File: src/rtl/mdio_pkg.sv
// Shared constants, types and the clock-range table for the MDIO master.
// Assumes Clause 22 framing only.
package mdio_pkg;

    localparam int PRE_BITS   = 32;
    localparam int ADDR_W     = 5;
    localparam int DATA_W     = 16;
    localparam int BUS_W      = 32;
    localparam int CSEL_W     = 4;
    localparam int FRAME_BITS = PRE_BITS + 2 + 2 + 2 * ADDR_W + 2 + DATA_W;
    localparam int TA_POS     = PRE_BITS + 4 + 2 * ADDR_W;
    localparam int DATA_POS   = TA_POS + 2;
    localparam int BIT_W      = $clog2(FRAME_BITS);
    localparam int HALF_W     = 7;

    typedef enum logic [1:0] {
        OP_NONE  = 2'd0,
        OP_WRITE = 2'd1,
        OP_READ  = 2'd2,
        OP_KICK  = 2'd3
    } mdio_op_e;

    typedef struct packed {
        logic [ADDR_W-1:0] phy;
        logic [ADDR_W-1:0] regad;
        logic [CSEL_W-1:0] csel;
        mdio_op_e          op;
    } mdio_cmd_t;

    // Half of the MDC period, in system clocks, for a clock-range code.
    function automatic logic [HALF_W-1:0] mdc_half(input logic [CSEL_W-1:0] code);
        logic [HALF_W-1:0] h;
        case (code)
            4'd0:    h = HALF_W'(21);
            4'd1:    h = HALF_W'(31);
            4'd2:    h = HALF_W'(8);
            4'd3:    h = HALF_W'(13);
            4'd4:    h = HALF_W'(51);
            default: h = HALF_W'(62);
        endcase
        return h;
    endfunction

endpackage

File: src/rtl/mdio_cmd_decode.sv
// Splits a 32-bit command word into PHY address, register address,
// clock-range code and operation. ALT_LAYOUT picks the field placement.
// Assumes the word is the raw bus write data.
module mdio_cmd_decode
    import mdio_pkg::*;
#(
    parameter bit ALT_LAYOUT = 1'b0
) (
    input  logic [BUS_W-1:0] word,
    output mdio_cmd_t        cmd
);

    generate
        if (ALT_LAYOUT == 1'b0) begin : g_default
            logic unused_hi;
            assign unused_hi = ^word[BUS_W-1:16];
            // Default layout: write flag in bit 1; start clear means lone MDC clock.
            always_comb begin
                cmd.phy   = word[15:11];
                cmd.regad = word[10:6];
                cmd.csel  = word[5:2];
                if (!word[0])
                    cmd.op = OP_KICK;
                else if (word[1])
                    cmd.op = OP_WRITE;
                else
                    cmd.op = OP_READ;
            end
        end else begin : g_alt
            logic unused_rest;
            assign unused_rest = ^{word[BUS_W-1:26], word[15:12], word[7:4], word[1]};
            // Alternate layout: two-bit operation field; invalid codes launch nothing.
            always_comb begin
                cmd.phy   = word[25:21];
                cmd.regad = word[20:16];
                cmd.csel  = word[11:8];
                if (word[0] && word[3:2] == 2'b01)
                    cmd.op = OP_WRITE;
                else if (word[0] && word[3:2] == 2'b11)
                    cmd.op = OP_READ;
                else
                    cmd.op = OP_NONE;
            end
        end
    endgenerate

endmodule

File: src/rtl/mdio_clkdiv.sv
// Produces a one-cycle tick every half MDC period while run is high.
// The counter restarts from zero whenever run is low, so the first tick
// comes exactly one half period after run rises.
module mdio_clkdiv
    import mdio_pkg::*;
(
    input  logic              clk,
    input  logic              rst_n,
    input  logic              run,
    input  logic [CSEL_W-1:0] csel,
    output logic              hp_tick
);

    logic [HALF_W-1:0] cnt_q;
    logic [HALF_W-1:0] half;

    assign half    = mdc_half(csel);
    assign hp_tick = run && (cnt_q == half - HALF_W'(1));

    // Half-period counter.
    always_ff @(posedge clk) begin
        if (!rst_n)
            cnt_q <= '0;
        else if (!run || hp_tick)
            cnt_q <= '0;
        else
            cnt_q <= cnt_q + HALF_W'(1);
    end

endmodule

File: src/rtl/mdio_frame_seq.sv
// Shifts out one Clause 22 frame (or a lone MDC period) per start pulse.
// MDIO changes on MDC falling edges; read data is sampled on rising edges.
// Assumes start is only raised while active is low.
module mdio_frame_seq
    import mdio_pkg::*;
(
    input  logic              clk,
    input  logic              rst_n,
    input  logic              start,
    input  mdio_cmd_t         cmd,
    input  logic [DATA_W-1:0] wdata,
    input  logic              mdio_i,
    input  logic              hp_tick,
    output logic              active,
    output logic              mdc,
    output logic              mdio_o,
    output logic              mdio_oe,
    output logic              rd_done,
    output logic              done,
    output logic [DATA_W-1:0] rx_data,
    output logic [CSEL_W-1:0] csel
);

    localparam logic [BIT_W-1:0] LAST_BIT = BIT_W'(FRAME_BITS - 1);
    localparam logic [BIT_W-1:0] TA_BIT   = BIT_W'(TA_POS);
    localparam logic [BIT_W-1:0] DATA_BIT = BIT_W'(DATA_POS);

    logic                  active_q;
    logic                  mdc_q;
    mdio_op_e              op_q;
    logic [BIT_W-1:0]      bit_q;
    logic [FRAME_BITS-1:0] sh_q;
    logic [DATA_W-1:0]     rx_q;
    logic [CSEL_W-1:0]     csel_q;
    logic [FRAME_BITS-1:0] frame_init;
    logic                  last_fall;

    // Frame image assembled at start, MSB leaves first.
    always_comb begin
        frame_init = {{PRE_BITS{1'b1}}, 2'b01,
                      (cmd.op == OP_READ) ? 2'b10 : 2'b01,
                      cmd.phy, cmd.regad, 2'b10, wdata};
    end

    assign last_fall = active_q && hp_tick && mdc_q &&
                       (op_q == OP_KICK || bit_q == LAST_BIT);

    // Sequencer state: MDC phase, bit index, shift registers.
    always_ff @(posedge clk) begin
        if (!rst_n) begin
            active_q <= 1'b0;
            mdc_q    <= 1'b0;
            op_q     <= OP_NONE;
            bit_q    <= '0;
            sh_q     <= '0;
            rx_q     <= '0;
            csel_q   <= '0;
        end else if (start && !active_q) begin
            active_q <= 1'b1;
            mdc_q    <= 1'b0;
            op_q     <= cmd.op;
            bit_q    <= '0;
            sh_q     <= frame_init;
            rx_q     <= '0;
            csel_q   <= cmd.csel;
        end else if (active_q && hp_tick) begin
            if (!mdc_q) begin
                mdc_q <= 1'b1;
                if (op_q == OP_READ && bit_q >= DATA_BIT)
                    rx_q <= {rx_q[DATA_W-2:0], mdio_i};
            end else begin
                mdc_q <= 1'b0;
                if (last_fall) begin
                    active_q <= 1'b0;
                end else begin
                    bit_q <= bit_q + BIT_W'(1);
                    sh_q  <= {sh_q[FRAME_BITS-2:0], 1'b0};
                end
            end
        end
    end

    assign active  = active_q;
    assign mdc     = mdc_q;
    assign mdio_o  = sh_q[FRAME_BITS-1];
    assign mdio_oe = active_q && (op_q == OP_WRITE || (op_q == OP_READ && bit_q < TA_BIT));
    assign done    = last_fall;
    assign rd_done = last_fall && op_q == OP_READ;
    assign rx_data = rx_q;
    assign csel    = csel_q;

endmodule

File: src/rtl/mdio_master.sv
// Memory-mapped MDIO master: command and data registers on a single-cycle
// bus, a clock-range divider and a Clause 22 frame sequencer.
// Assumes one bus access per cycle; read data is combinational.
module mdio_master
    import mdio_pkg::*;
#(
    parameter bit ALT_LAYOUT = 1'b0
) (
    input  logic             clk,
    input  logic             rst_n,
    input  logic             bus_valid,
    input  logic             bus_we,
    input  logic             bus_addr,
    input  logic [BUS_W-1:0] bus_wdata,
    output logic [BUS_W-1:0] bus_rdata,
    output logic             mdc,
    output logic             mdio_o,
    output logic             mdio_oe,
    input  logic             mdio_i
);

    mdio_cmd_t         dec_cmd;
    logic              seq_active;
    logic              seq_done;
    logic              seq_rd_done;
    logic              hp_tick;
    logic [DATA_W-1:0] seq_rx;
    logic [CSEL_W-1:0] seq_csel;
    logic              cmd_wr;
    logic              dat_wr;
    logic              start;
    logic [BUS_W-1:1]  cmd_word_q;
    logic [DATA_W-1:0] data_q;

    assign cmd_wr = bus_valid && bus_we && !bus_addr && !seq_active;
    assign dat_wr = bus_valid && bus_we &&  bus_addr && !seq_active;
    assign start  = cmd_wr && dec_cmd.op != OP_NONE;

    mdio_cmd_decode #(.ALT_LAYOUT(ALT_LAYOUT)) u_dec (
        .word (bus_wdata),
        .cmd  (dec_cmd)
    );

    mdio_clkdiv u_div (
        .clk     (clk),
        .rst_n   (rst_n),
        .run     (seq_active),
        .csel    (seq_csel),
        .hp_tick (hp_tick)
    );

    mdio_frame_seq u_seq (
        .clk     (clk),
        .rst_n   (rst_n),
        .start   (start),
        .cmd     (dec_cmd),
        .wdata   (data_q),
        .mdio_i  (mdio_i),
        .hp_tick (hp_tick),
        .active  (seq_active),
        .mdc     (mdc),
        .mdio_o  (mdio_o),
        .mdio_oe (mdio_oe),
        .rd_done (seq_rd_done),
        .done    (seq_done),
        .rx_data (seq_rx),
        .csel    (seq_csel)
    );

    // Command register: keeps the last word accepted while idle.
    always_ff @(posedge clk) begin
        if (!rst_n)
            cmd_word_q <= '0;
        else if (cmd_wr)
            cmd_word_q <= bus_wdata[BUS_W-1:1];
    end

    // Data register: host writes while idle, read result on completion.
    always_ff @(posedge clk) begin
        if (!rst_n)
            data_q <= '0;
        else if (seq_rd_done)
            data_q <= seq_rx;
        else if (dat_wr)
            data_q <= bus_wdata[DATA_W-1:0];
    end

    // Read mux with live busy bit.
    always_comb begin
        if (bus_addr)
            bus_rdata = {{(BUS_W-DATA_W){1'b0}}, data_q};
        else
            bus_rdata = {cmd_word_q, seq_active};
    end

endmodule

File: config.mk
export PLATFORM = sky130hd
export DESIGN_NAME = mdio_master
export DESIGN_NICKNAME = d
export VERILOG_FILES = /design/src/rtl/mdio_pkg.sv /design/src/rtl/mdio_cmd_decode.sv /design/src/rtl/mdio_clkdiv.sv /design/src/rtl/mdio_frame_seq.sv /design/src/rtl/mdio_master.sv
export SDC_FILE = /design/constraint.sdc
export NUM_CORES = 1
export LEC_CHECK = 0
export BUFFER_PORTS_ARGS = -buffer_cell sky130_fd_sc_hd__clkbuf_2
export CORE_MARGIN = 2
export CORE_UTILIZATION = 60
export CTS_BUF_LIST = sky130_fd_sc_hd__clkbuf_8
export DETAILED_ROUTE_END_ITERATION = 7
export GPL_TIMING_DRIVEN = 1
export PLACE_DENSITY = 0.91
export SLEW_MARGIN = 15
export SYNTH_ARGS = -nofsm -noshare
export SYNTH_HDL_FRONTEND = slang
export SYNTH_HIERARCHICAL = 1
export SYNTH_SLANG_ARGS = --single-unit
File: constraint.sdc
create_clock -name clk -period 6.3 [get_ports clk]
set_input_delay 0.315 -clock clk [delete_from_list [all_inputs] [get_ports clk]]
set_output_delay 0.315 -clock clk [all_outputs]
set_load 0.01 [all_outputs]
**Word-level counts from Yosys, hierarchy flattened**

Index checks and enable logic that the tools add are counted.

- Bits in registers: 148
- Input port bits: 38
- Output and inout bits: 35
- Logic and storage cells: 78

- $add $sub $neg: 3
- $lt $le $gt $ge: 2
- Eq/ne operators: 11
- Multiplexer cells: 16
- Bitwise logic cells: 3
- Reduce and logical (&&, ||, !) cells: 32

Operator list:

| kind | count |
|---|---|
| $mux 64 | 4 |
| $mux 16 | 2 |
| $mux 32 | 1 |
| $pmux 6 s5 | 1 |
| $logic_and 1x1->1 | 15 |
| $reduce_and 3->1 | 4 |
| $reduce_bool 2->1 | 5 |
| $eq 4x2->1 const B | 2 |
| $add 7x1->7 const B | 1 |
| $eq 7x7->1 | 1 |
| $sub 6x1->7 const B | 1 |
| $add 6x1->6 const B | 1 |
| $eq 2x2->1 const B | 3 |
| $eq 6x6->1 const B | 1 |
| $ge 6x6->1 const B | 1 |
| $lt 6x6->1 const B | 1 |
| $mux 2 | 3 |
| $mux 1 | 5 |
| $eq 4x1->1 const B | 1 |
| $eq 4x3->1 const B | 1 |
| $logic_not 4->1 | 1 |
| $reduce_or 2->1 | 2 |
| $logic_or 1x1->1 | 3 |
| $not 1->1 | 3 |
| other kinds (3) | 4 |

**Depth between registers and ports, before layout**

- Depth after elaboration: 12
- Depth in mapped cells: 13
- Depth with buffers taken out: 12

**Modules after synthesis**

The synthesis kept the hierarchy.

Modules (own cells, without submodules):

| module | times used | cells an instance | area each (µm²) | sequential area each (µm²) |
|---|---|---|---|---|
| mdio_frame_seq | 1 | 443 | 3683.5 | 1881.8 |
| mdio_master | 1 | 265 | 2179.6 | 940.9 |
| mdio_clkdiv | 1 | 52 | 494.2 | 140.1 |
| mdio_cmd_decode | 1 | 16 | 115.1 | 0.0 |

**Worst setup path before layout**

Ideal clock, no wire load.

- Path type: register -> register
- From: register u_seq.csel_q[0] (netlist: u_seq/csel[0])
- To: register u_seq.rx_q[4] (netlist: u_seq/rx_data[4])
- Library setup time: 132 ps
- Arrival time: 3053 ps
- Required time: 6168 ps
- Path slack: 3115 ps
- Cell stages (with the launch flop): 13
- Path buffers: 2
- Period minus slack after synthesis: 3185 ps
- Path through: dfxtp_1 -> mux2_4 -> or2_2 -> ha_1 -> xnor2_1 -> a2111oi_4 -> and4_1 -> nand2_1 -> or4_4 -> buf_6 -> buf_6 -> nand2_1 -> a21oi_1

- Word-level cells in the longest chain between the ends: 7
- Elaborated cells between the ends (all ways): 11
- Those cells by class: add/sub (1); eq/ne (5); mux (1); reduce/logical (4)

Ends and longest elaborated chain:

| what | RTL line | text |
|---|---|---|
| from (decl) | mdio_frame_seq.sv:34 | `logic [CSEL_W-1:0] csel_q;` |
| from (signal assigned) | mdio_frame_seq.sv:65 | `csel_q <= cmd.csel;` |
| $eq 4x3->1, or another cell as far along | mdio_pkg.sv:33 | `case (code)` |
| $pmux 6 s5 (*) | mdio_pkg.sv:33 |  |
| $sub 6x1->7 (*) | mdio_clkdiv.sv:18 | `assign hp_tick = run && (cnt_q == half - HALF_W'(1));` |
| $eq 7x7->1 (*) | mdio_clkdiv.sv:18 |  |
| $logic_and 1x1->1 (*) | mdio_clkdiv.sv:18 |  |
| named net hp_tick | mdio_master.sv:26 | `logic hp_tick;` |
| $logic_and 1x1->1 (*) | mdio_frame_seq.sv:66 | `end else if (active_q && hp_tick) begin` |
| $reduce_and 3->1 (no line) (*) | -- |  |
| to (signal assigned) | mdio_frame_seq.sv:70 | `rx_q <= {rx_q[DATA_W-2:0], mdio_i};` |
| to (decl) | mdio_frame_seq.sv:33 | `logic [DATA_W-1:0] rx_q;` |

The timed path passes the listed nets; every way through them passes the cells marked *.
A chain may end at the register's enable or synchronous reset.

**Final worst setup path**

- From: register u_seq.csel_q[0] (netlist: u_seq/csel[0])
- To: register u_seq.sh_q[28]

- Word-level cells in the longest chain between the ends: 10
- Elaborated cells between the ends (all ways): 15
- Those cells by class: add/sub (1); eq/ne (6); mux (1); reduce/logical (7)

Ends and longest elaborated chain:

| what | RTL line | text |
|---|---|---|
| $eq 4x3->1, or another cell as far along | mdio_pkg.sv:33 |  |
| $pmux 6 s5 (*) | mdio_pkg.sv:33 |  |
| $sub 6x1->7 (*) | mdio_clkdiv.sv:18 |  |
| $eq 7x7->1 (*) | mdio_clkdiv.sv:18 |  |
| $logic_and 1x1->1 (*) | mdio_clkdiv.sv:18 |  |
| named net hp_tick | mdio_master.sv:26 |  |
| $logic_and 1x1->1 (*) | mdio_frame_seq.sv:45, mdio_frame_seq.sv:66 |  |
| $logic_and 1x1->1 (2 in a row) | mdio_frame_seq.sv:45 | `assign last_fall = active_q && hp_tick && mdc_q &&` |
| $ne 2x2->1 (no line) | -- |  |
| $reduce_and 3->1 (no line) (*) | -- |  |
| to (signal assigned) | mdio_frame_seq.sv:63 | `sh_q <= frame_init;` |
| to (signal assigned) | mdio_frame_seq.sv:77 | `sh_q <= {sh_q[FRAME_BITS-2:0], 1'b0};` |
| to (decl) | mdio_frame_seq.sv:32 | `logic [FRAME_BITS-1:0] sh_q;` |

Marked as above.

==> flow_metrics.py <==
metrics = {
    "drt": {
        "route.detailed.drc": 0,
        "detail_route.first_pass.iterations": 6,
        "dr_total_vias": 5670,
        "wire_per_inst_um": 16.2,
        "first_iter_violations": 566,
        "post_drt_via_cell_ratio": 5.99,
        "wl_um": 15400,
        "drtAntennaViolNets": 0,
    },
    "clocking": {
        "cts_made_buffers": 17,
        "clk_root_buffer_cell": "sky130_fd_sc_hd__clkbuf_8",
        "max-clock-path-buffers": 2,
        "tritoncts_clock_tree": "yes",
        "cts-hold-fix-buffers": 0,
        "post_cts_resized": 0,
        "buffers_inserted_during_post_cts_setup_optimization": 0,
        "htree_num_levels": 4,
        "path_clk_slew_ns": 0.08,
        "cts_sinks": 148,
        "insertion_delay_ns": 0.45,
    },
    "sta": {
        "skew_ns": 0.0141,
        "fmax_mhz": 259,
        "maxSlewViolCount": 0,
        "fin_setup_tns_ns": 0,
        "final_hold_violations": 0,
        "unrepaired_setup_endpoints_after_global_routing": "no",
        "share_of_the_clock_period_used_by_the_worst_path_pct": 61.3,
        "setup_violations": 0,
        "slew_headroom_pct": 22.8,
        "final.setup.worst_slack_ns": 2.44,
        "worstMarginPinSlew_ns": 1.16,
        "final_period_minus_worst_setup_slack_ns": 3.86,
    },
    "cells_and_area": {
        "multiInputGateArea_um2": 3080,
        "final_cell_count_no_fill": 947,
        "final_layout_size_suffix_gt1_share_pct": 17.1,
        "design.final.nets": 839,
        "area.growth.synth_to_final_pct": 8.27,
        "sequential_cell_area_um2": 2960,
        "nFillCells": 802,
        "antenna_cells": 0,
    },
    "global_routing": {
        "grt-ovfl-total": 0,
        "grt_pass1_wl_um": 25100,
        "grt.total_usage_pct": 27.0,
        "number_of_antenna_violations_at_the_first_check_in_global_routing": 0,
        "vias_in_the_first_global_route": 5322,
        "largest_net_degree_at_the_start_of_global_routing": 72,
    },
    "synthesis": {
        "synth.area.mux_share_pct": 3.02,
        "asr_flop_ratio_synth_pct": 0,
        "netlist_top_cells_count": "sky130_fd_sc_hd__nand2_1, sky130_fd_sc_hd__dfxtp_1, sky130_fd_sc_hd__nor3_1",
        "number_of_synthesized_flops_with_an_enable_pin": 0,
        "synth_xor_xnor_area_share_pct": 1.62,
        "synth_cell_types": 51,
        "cell_types_occupying_the_most_area_after_synthesis": "sky130_fd_sc_hd__dfxtp_1, sky130_fd_sc_hd__nand2_1, sky130_fd_sc_hd__nor3_1",
        "synth_top_area_share_pct": 45.8,
        "area_share_of_fa_ha_maj_cells_after_synthesis_pct": 0.580,
        "synth_top_family_by_area": "simple AND/OR/NAND/NOR gates",
        "ys_ff_latch": 148,
        "yosys.area_share.simple_pct": 24.6,
        "syn_area_per_cell_um2": 8.34,
        "post-synth-top-count-cell": "sky130_fd_sc_hd__nand2_1",
        "seq_area_frac_synth_pct": 45.8,
        "synth.net_count": 817,
        "postSynthCellCount": 776,
        "yosys.area.top_type": "sky130_fd_sc_hd__dfxtp_1",
        "synthFlopType": "sky130_fd_sc_hd__dfxtp_1",
        "synth-compound-area-share_pct": 17.5,
        "mappedNetlistArea_um2": 6470,
        "ys_warn_count": 6,
    },
    "worst_setup_path": {
        "cp-end-kind": "flop",
        "critical_path.startpoint_type": "flop",
        "critical_path_peak_fanout": 65,
        "critPathArrivalTime_ns": 4.20,
        "cp_data_required_time_ns": 6.64,
        "critPathKind": "flop to flop",
    },
    "power": {
        "cellLeakagePower_nw": 2.63,
        "ir_drop_v": 0.000222,
        "powerDensity_nw_per_um2": 261,
    },
    "die": {
        "design.portCount": 73,
        "floorplan.core_area_um2": 10400,
        "rows": 37,
        "fp.dieW_um": 108,
        "initial_standard_cell_utilization_of_the_core_pct": 62.1,
        "overall_die_area_um2": 11600,
        "die_height_um": 108,
    },
    "flow_run": {
        "max_cap_violations": 0,
    },
    "outcome": {
        "run_status": "finished clean",
    },
    "placement": {
        "dp_slack_ns": 2.51,
        "routabilityCongestion": 0.849,
        "hpwl_um": 8790,
        "placed_cells_incl_taps": 915,
        "io_buffers": 72,
    },
    "worst_hold_path": {
        "min-delay-path-class": "input pin to flop",
    },
}
==> worst max-delay path: stages, from the launching register on <==
cell,delay (ns)
sky130_fd_sc_hd__dfxtp_1,0.44
sky130_fd_sc_hd__mux2_4,0.34
sky130_fd_sc_hd__or2_2,0.28
sky130_fd_sc_hd__ha_1,0.31
sky130_fd_sc_hd__xnor2_1,0.16
sky130_fd_sc_hd__a2111oi_4,0.41
sky130_fd_sc_hd__and4_1,0.31
sky130_fd_sc_hd__nand3_1,0.20
sky130_fd_sc_hd__a311oi_4,0.26
sky130_fd_sc_hd__buf_4,0.60
sky130_fd_sc_hd__a21oi_1,0.15
sky130_fd_sc_hd__a221oi_1,0.28
==> layout make-up <==
type | instances | share of cell area [%]
clock inverters | 14 | 1.98
inverters | 4 | 0.214
repair buffers | 77 | 5.68
well taps | 136 | 2.43
multi-input cells | 550 | 43.9
flip-flops and latches | 148 | 42.3
clock buffers | 18 | 3.54
==> cells in the final DEF (no fill, tap or decap), types with 3 or more instances in the layout <==
master	netlist	routed
sky130_fd_sc_hd__nor2_1	43	43
sky130_fd_sc_hd__inv_1	4	4
sky130_fd_sc_hd__ha_1	3	3
sky130_fd_sc_hd__a31oi_1	18	18
sky130_fd_sc_hd__a311oi_1	6	6
sky130_fd_sc_hd__a22oi_1	25	25
sky130_fd_sc_hd__xor2_1	5	5
sky130_fd_sc_hd__xnor2_1	7	7
sky130_fd_sc_hd__a21oi_1	61	61
sky130_fd_sc_hd__nor2b_1	17	17
sky130_fd_sc_hd__clkinvlp_4	0	5
sky130_fd_sc_hd__clkbuf_8	0	18
sky130_fd_sc_hd__buf_4	22	5
sky130_fd_sc_hd__clkinv_2	0	4
sky130_fd_sc_hd__dfxtp_1	148	148
sky130_fd_sc_hd__clkbuf_2	0	72
sky130_fd_sc_hd__nor3_1	69	69
sky130_fd_sc_hd__o21ai_0	22	22
sky130_fd_sc_hd__nand3_1	34	34
sky130_fd_sc_hd__mux2_2	16	16
sky130_fd_sc_hd__a21boi_1	31	31
sky130_fd_sc_hd__nand2_1	156	156
==> metrics by stage <==
stage          util, %  cell area (um2)  hold slack, ns  total power, mW
2_1_floorplan        -             6470           0.429             1.10
3_3_place_gp      63.6             6620           0.436             1.13
3_5_place_dp      63.6             6620           0.442             1.14
4_1_cts           67.3             7010          0.0674             1.83
5_1_grt           67.3             7010          0.0754             1.90
6_report          67.3             7010          0.0707             1.83
==> state kept, by name, summed over array words and instances (netlist names) <==
signal         cells
cmd_word_q        31
data_q            16
u_div/cnt_q        7
u_seq/active       1
u_seq/bit_q        6
u_seq/csel         4
u_seq/mdc          1
u_seq/op_q         2
u_seq/rx_data     16
u_seq/sh_q        64
==> power breakdown <==
part / internal [mW] / switching [mW] / total, mW
Combinational: 0.0544 / 0.0837 / 0.138
Sequential: 0.962 / 0.0183 / 0.980
Clock: 0.358 / 0.356 / 0.714
Total: 1.37 / 0.458 / 1.83
==> final timing paths <==
| check | depth (start not counted) | endpoint | slack, ns | start |
|---|---|---|---|---|
| min reg2reg | 2 | cmd_word_q[13] | 0.45 | cmd_word_q[13] |
| min | 3 | cmd_word_q[22] | 0.07 | bus_wdata[22] |
| max | 11 | u_seq/sh_q[28] | 2.44 | u_seq/csel[0] |
| max reg2reg | 11 | u_seq/sh_q[28] | 2.44 | u_seq/csel[0] |
==> cells by family (layout without fill, tap and decap cells) <==
family                   Yosys count  count (layout)
AO/OA/AOI/OAI                    175             175
XOR/XNOR                          12              12
flip-flops                       148             148
adder cells (fa/ha/maj)            3               3
AND/OR/NAND/NOR                  343             343
buffers and inverters             78             113
multiplexers                      17              17
==> routing by layer <==
| layer | global-route usage, % | share of wire (%) | up-vias |
|---|---|---|---|
| met5 | 0 | 0 | - |
| met4 | 11.5 | 2.2 | 0 |
| met3 | 5.27 | 7.4 | 33 |
| met2 | 44.3 | 49 | 261 |
| met1 | 34.8 | 42 | 2655 |
| li1 | - | - | 2721 |
Power figures use the tool's default switching activity.
